<file path="src/rtl/texreq_pkg.sv">
package texreq_pkg;
  localparam int ADDR_W   = 32;
  localparam int LEN_W    = 4;
  localparam int CMD_W    = 4;
  localparam int SB_W     = 8;
  localparam int DATA_W   = 64;
  localparam int RQ_W     = ADDR_W + LEN_W + CMD_W;
  localparam int SB_BEATS = RQ_W / SB_W;
  localparam int IDX_W    = $clog2(SB_BEATS);

  typedef struct packed {
    logic [ADDR_W-1:0] addr;
    logic [LEN_W-1:0]  len;
    logic [CMD_W-1:0]  cmd;
  } rq_t;

  // byte idx of the packed request, most significant first
  function automatic logic [SB_W-1:0] sb_pick(input rq_t r, input logic [IDX_W-1:0] idx);
    logic [RQ_W-1:0] w;
    w = r;
    return w[RQ_W - SB_W - SB_W*int'(idx) +: SB_W];
  endfunction

  // true when the beat counter sits on the final beat of a burst
  function automatic logic beat_is_final(input logic [LEN_W-1:0] cnt,
                                         input logic [LEN_W-1:0] len);
    return cnt == len;
  endfunction
endpackage

</file>
<file path="src/rtl/sb_serializer.sv">
module sb_serializer
  import texreq_pkg::*;
(
  input  logic            clk,
  input  logic            rst_n,
  input  logic            load,
  input  rq_t             load_rq,
  output logic            sb_valid,
  output logic [SB_W-1:0] sb_byte,
  output logic            sb_last
);
  localparam logic [IDX_W-1:0] LAST_IDX = IDX_W'(SB_BEATS - 1);

  logic             busy;
  logic [IDX_W-1:0] idx;
  rq_t              held;

  always_ff @(posedge clk) begin
    if (!rst_n) begin
      busy <= 1'b0;
      idx  <= '0;
      held <= '0;
    end else if (load) begin
      busy <= 1'b1;
      idx  <= '0;
      held <= load_rq;
    end else if (busy) begin
      if (idx == LAST_IDX) begin
        busy <= 1'b0;
        idx  <= '0;
      end else begin
        idx <= idx + 1'b1;
      end
    end
  end

  assign sb_valid = busy;
  assign sb_last  = busy && (idx == LAST_IDX);
  assign sb_byte  = busy ? sb_pick(held, idx) : '0;
endmodule

</file>
<file path="src/rtl/req_queue.sv">
module req_queue
  import texreq_pkg::*;
#(
  parameter int DEPTH = 4,
  localparam int PTR_W = (DEPTH > 1) ? $clog2(DEPTH) : 1,
  localparam int OCC_W = $clog2(DEPTH + 1)
)(
  input  logic             clk,
  input  logic             rst_n,
  input  logic             push,
  input  logic [LEN_W-1:0] push_len,
  input  logic             pop,
  output logic [LEN_W-1:0] head_len,
  output logic             empty,
  output logic             full,
  output logic [OCC_W-1:0] occ
);
  localparam logic [PTR_W-1:0] PTR_MAX = PTR_W'(DEPTH - 1);
  localparam logic [OCC_W-1:0] OCC_MAX = OCC_W'(DEPTH);

  logic [LEN_W-1:0] slot [DEPTH];
  logic [PTR_W-1:0] wr_ptr, rd_ptr;

  function automatic logic [PTR_W-1:0] ptr_next(input logic [PTR_W-1:0] p);
    return (p == PTR_MAX) ? '0 : p + 1'b1;
  endfunction

  for (genvar i = 0; i < DEPTH; i++) begin : g_slot
    always_ff @(posedge clk) begin
      if (!rst_n)                                  slot[i] <= '0;
      else if (push && wr_ptr == PTR_W'(i))        slot[i] <= push_len;
    end
  end

  always_ff @(posedge clk) begin
    if (!rst_n) begin
      wr_ptr <= '0;
      rd_ptr <= '0;
      occ    <= '0;
    end else begin
      if (push) wr_ptr <= ptr_next(wr_ptr);
      if (pop)  rd_ptr <= ptr_next(rd_ptr);
      if (push && !pop)      occ <= occ + 1'b1;
      else if (pop && !push) occ <= occ - 1'b1;
    end
  end

  assign head_len = slot[rd_ptr];
  assign empty    = (occ == '0);
  assign full     = (occ == OCC_MAX);
endmodule

</file>
<file path="src/rtl/beat_tracker.sv">
module beat_tracker
  import texreq_pkg::*;
(
  input  logic              clk,
  input  logic              rst_n,
  input  logic              rd_valid,
  input  logic [DATA_W-1:0] rd_data,
  input  logic [LEN_W-1:0]  head_len,
  input  logic              q_empty,
  output logic              take,
  output logic              retire,
  output logic              dl_valid,
  output logic [DATA_W-1:0] dl_data,
  output logic              dl_last
);
  logic [LEN_W-1:0] beat_cnt;
  logic             final_beat;

  assign take       = rd_valid && !q_empty;
  assign final_beat = beat_is_final(beat_cnt, head_len);
  assign retire     = take && final_beat;

  always_ff @(posedge clk) begin
    if (!rst_n) begin
      beat_cnt <= '0;
      dl_valid <= 1'b0;
      dl_data  <= '0;
      dl_last  <= 1'b0;
    end else begin
      dl_valid <= take;
      dl_last  <= retire;
      if (take) begin
        dl_data  <= rd_data;
        beat_cnt <= final_beat ? '0 : beat_cnt + 1'b1;
      end
    end
  end
endmodule

</file>
<file path="src/rtl/texreq_engine.sv">
module texreq_engine
  import texreq_pkg::*;
#(
  parameter int MAX_OUT = 4,
  localparam int OCC_W = $clog2(MAX_OUT + 1)
)(
  input  logic              clk,
  input  logic              rst_n,
  input  logic              req_valid,
  output logic              req_ready,
  input  logic [ADDR_W-1:0] req_addr,
  input  logic [LEN_W-1:0]  req_len,
  input  logic [CMD_W-1:0]  req_cmd,
  output logic              sb_valid,
  output logic [SB_W-1:0]   sb_byte,
  input  logic              rd_valid,
  input  logic [DATA_W-1:0] rd_data,
  output logic              dl_valid,
  output logic [DATA_W-1:0] dl_data,
  output logic              dl_last
);
  // named internal events
  logic             accept;
  logic             sb_last;
  logic             q_full, q_empty;
  logic [OCC_W-1:0] occ;
  logic [LEN_W-1:0] head_len;
  logic             take, retire;
  rq_t              new_rq;

  assign new_rq    = '{addr: req_addr, len: req_len, cmd: req_cmd};
  assign req_ready = (!sb_valid || sb_last) && !q_full;
  assign accept    = req_valid && req_ready;

  sb_serializer u_ser (
    .clk(clk), .rst_n(rst_n), .load(accept), .load_rq(new_rq),
    .sb_valid(sb_valid), .sb_byte(sb_byte), .sb_last(sb_last)
  );

  req_queue #(.DEPTH(MAX_OUT)) u_queue (
    .clk(clk), .rst_n(rst_n), .push(accept), .push_len(req_len),
    .pop(retire), .head_len(head_len), .empty(q_empty), .full(q_full),
    .occ(occ)
  );

  beat_tracker u_trk (
    .clk(clk), .rst_n(rst_n), .rd_valid(rd_valid), .rd_data(rd_data),
    .head_len(head_len), .q_empty(q_empty), .take(take), .retire(retire),
    .dl_valid(dl_valid), .dl_data(dl_data), .dl_last(dl_last)
  );
endmodule

</file>
<file path="config.mk">
export PLATFORM = sky130hd
export DESIGN_NAME = texreq_engine
export DESIGN_NICKNAME = d
export VERILOG_FILES = /design/src/rtl/texreq_pkg.sv /design/src/rtl/sb_serializer.sv /design/src/rtl/req_queue.sv /design/src/rtl/beat_tracker.sv /design/src/rtl/texreq_engine.sv
export SDC_FILE = /design/constraint.sdc
export NUM_CORES = 1
export LEC_CHECK = 0
export BUFFER_PORTS_ARGS = -buffer_cell sky130_fd_sc_hd__buf_2
export CAP_MARGIN = 10
export CORE_UTILIZATION = 46
export DETAILED_ROUTE_END_ITERATION = 8
export MAX_ROUTING_LAYER = met4
export PLACE_DENSITY = 0.84
export SYNTH_ARGS = -nofsm -noshare
export SYNTH_HDL_FRONTEND = slang
export SYNTH_SLANG_ARGS = --single-unit
</file>
<file path="constraint.sdc">
create_clock -name clk -period 3.2 [get_ports clk]
set_input_delay 0.48 -clock clk [delete_from_list [all_inputs] [get_ports clk]]
set_output_delay 0.48 -clock clk [all_outputs]
set_load 0.1 [all_outputs]
</file>
==> run summary <==
commonest cells after routing, fill and taps aside: nand2_1, buf_2, dfxtp_1
Post-CTS Hold Buffers: 0
die area: 12,700 um2
CTS resizes: 0
Die H: 113 um
worst hold stages: 3
R2R cell count: 11
CP startpoint kind: flip-flop
port bufs: 183
Post-route DRC: 0
critical path class: reg -> out
Nets: 920
Fmax: 331 MHz
syn_area_per_cell: 8.94 um2
Reg-to-Reg End: u_queue.occ[2]$_SDFFE_PN0P_
GRT overflow: 0
Worst Skew: 0.00960 ns
H-tree Lvls: 4
largest net degree at the start of global routing: 77
number of synthesis warnings: 0
asr flop ratio synth: 0%
min-delay src: req_addr[21]
DR pass1 iterations: 4
dpl cells: 929
Worst-Margin Slew: 0.963 ns
initial antenna violation count: 0
final hold vios: 0
Critical Path RT: 2.72 ns
outcome: completed
Total GRT Usage: 22.5%
Final min period: 3.02 ns
Initial Util: 47.1%
CTS tree: done
I/O pin count: 184
Ant. Diodes: 0
clock latency on the worst-skew pair: 0.41 ns
Post-Route WL: 13,400 um
Post-Place Cell Area: 6870 um2
peak supply drop: 424 uV
root buf cell: clkbuf_16
Synth Register Bits: 139
Vias: 4,781
post-DR wirelength/cell: 14.0 um
Post-CTS Setup Inserts: 0
Hold WC Path Type: in -> reg
Fin Hold WS: 0.298 ns
register area: 2940 um2
area delta synth->final: 33.2%
Hold EP: u_ser.held[29]$_SDFFE_PN0P_
Final ANT Viol Nets: 0
CORE AREA: 12,000 um2
clk buf depth: 2
Std-Cell Rows: 40
Final period util: 94.4%
Die X: 113 um
final count of negative-setup-slack endpoints: 0
Rel. slew slack: 35.7%
power per cell area: 956 nW/um2
Distinct cells, synth: 37
RSZ-0062 raised after global routing: no
hpwl dp: 9220 um
layout cells sized above 1: 29.9%
Post-synth EDFFs: 16
Gate Count Post-Synth: 630
RePlAce Congestion: 0.781
syn_nets: 749
CTS sink count: 139
CP endpoint kind: output pin
first-pass GRT wire length: 21,700 um
Filler cells: 975
Worst-path clk slew: 0.06 ns
Final Max Slew Viols: 0
worst-path maximum fanout: 10
Num CTS Buffers: 17
Worst EP arrival: 2.54 ns
Seq/Total Area, Yosys: 52.3%
vias in the first global route: 4,533
Max Cap Viol: 0
Final Cell Area: 7500 um2
commonest non-fill, non-tap cell in the layout: nand2_1
synthesized area: 5630 um2
Top FF cell, synth: dfxtp_1
Multi-input gate area: 2610 um2
fin cells: 961
iteration-0 DRC count of the detailed router: 338
Static Leak: 3.22 nW
reg2reg setup slack: 0.25 ns
drt via density: 4.98
layer usage:
layer / wire, um / track usage (%) / share of wire [%] / vias to the layer above
met5: 0 / - / 0 / -
met4: 266 / 8.71 / 2.0 / 0
met3: 866 / 6.48 / 6.5 / 20
met2: 6610 / 37.5 / 49 / 163
met1: 5670 / 25.4 / 42 / 2152
li1: - / - / - / 2446
cells in the mapped netlist (2+ instances only):
master	n	area [um2]
nand2_1	231	867
dfxtp_1	123	2460
a21boi_0	61	458
a21oi_1	50	250
clkbuf_1	33	124
and2_1	17	106
edfxtp_1	16	480
nor2_1	13	48.8
ha_1	10	125
a22oi_1	8	60.1
and3_1	8	50.1
mux4_2	8	180
inv_1	7	26.3
o21ai_0	5	25.0
xnor2_1	5	43.8
buf_1	4	15.0
mux4_1	4	105
mux2i_1	3	30.0
nand3_1	3	15.0
a31oi_1	2	12.5
nor3_1	2	10.0
xor2_1	2	17.5
through the flow:
| stage | util [%] | setup slack (ns) | power, mW | setup TNS (ns) |
|---|---|---|---|---|
| after CTS | 62.7 | 0.147 | 7.23 | 0 |
| final | 62.7 | 0.180 | 7.17 | 0 |
| after global placement | 57.4 | 0.437 | 5.10 | 0 |
| after floorplan | - | -0.183 | 4.62 | -0.183 |
| after detailed placement | 57.4 | 0.292 | 5.16 | 0 |
| after global routing | 62.7 | 0.00892 | 7.49 | 0 |
cell type report:
class                           count  share of cell area (%)
Clock buffer                       23                    6.66
Clock inverter                      9                    1.79
Inverter                            9                   0.450
Multi-Input combinational cell    444                    34.7
Sequential cell                   139                    39.2
Tap cell                          147                    2.45
Timing Repair Buffer              190                    14.7
worst max path at each step:
stage,startpoint,endpoint,slack [ns]
global route,flip-flop,u_queue.occ[2]$_SDFFE_PN0P_,0.009
floorplan,u_ser.idx[0]$_SDFFE_PP0P_,u_queue.occ[2]$_SDFFE_PN0P_,-0.18
detailed placement,flip-flop,u_queue.occ[2]$_SDFFE_PN0P_,0.29
CTS,u_ser.idx[1]$_SDFFE_PP0P_,sb_byte[6],0.15
finish,u_ser.idx[1]$_SDFFE_PP0P_,sb_byte[6],0.18
global placement,flip-flop,u_queue.occ[2]$_SDFFE_PN0P_,0.44
registers in the layout, indices dropped and copies added (netlist names), 2 cells and up, named ones only:
| signal | cells |
|---|---|
| u_queue.wr_ptr | 2 |
| u_queue.slot | 16 |
| u_ser.held | 40 |
| u_queue.rd_ptr | 2 |
| u_queue.occ | 3 |
| u_ser.idx | 3 |
| u_trk.beat_cnt | 4 |
| u_trk.dl_data | 64 |
worst max-delay path, stage by stage, from the launching register on:
cell and delay (ns):
dfxtp_1 0.35, inv_1 0.07, ha_1 0.59, mux4_2 0.57
a22oi_1 0.30, nor2_4 0.06, buf_12 0.19
power by group:
group	leakage, nW	internal (mW)	switching [mW]	total, mW
registers	1.17	2.10	0.192	2.29
clock network	0.309	1.34	0.709	2.05
logic	1.73	0.573	2.27	2.84
kinds of logic (layout without fill, tap and decap cells):
kind of cell / Yosys count / count (layout) / synth area share [%]
simple gates: 282 / 282 / 20.6
flops: 139 / 139 / 52.3
compound gates: 129 / 129 / 14.7
buf+inv: 47 / 231 / 3.15
mux: 15 / 15 / 5.60
fa+ha+maj: 11 / 11 / 2.58
xor+xnor: 7 / 7 / 1.09
Power figures use the tool's default switching activity.
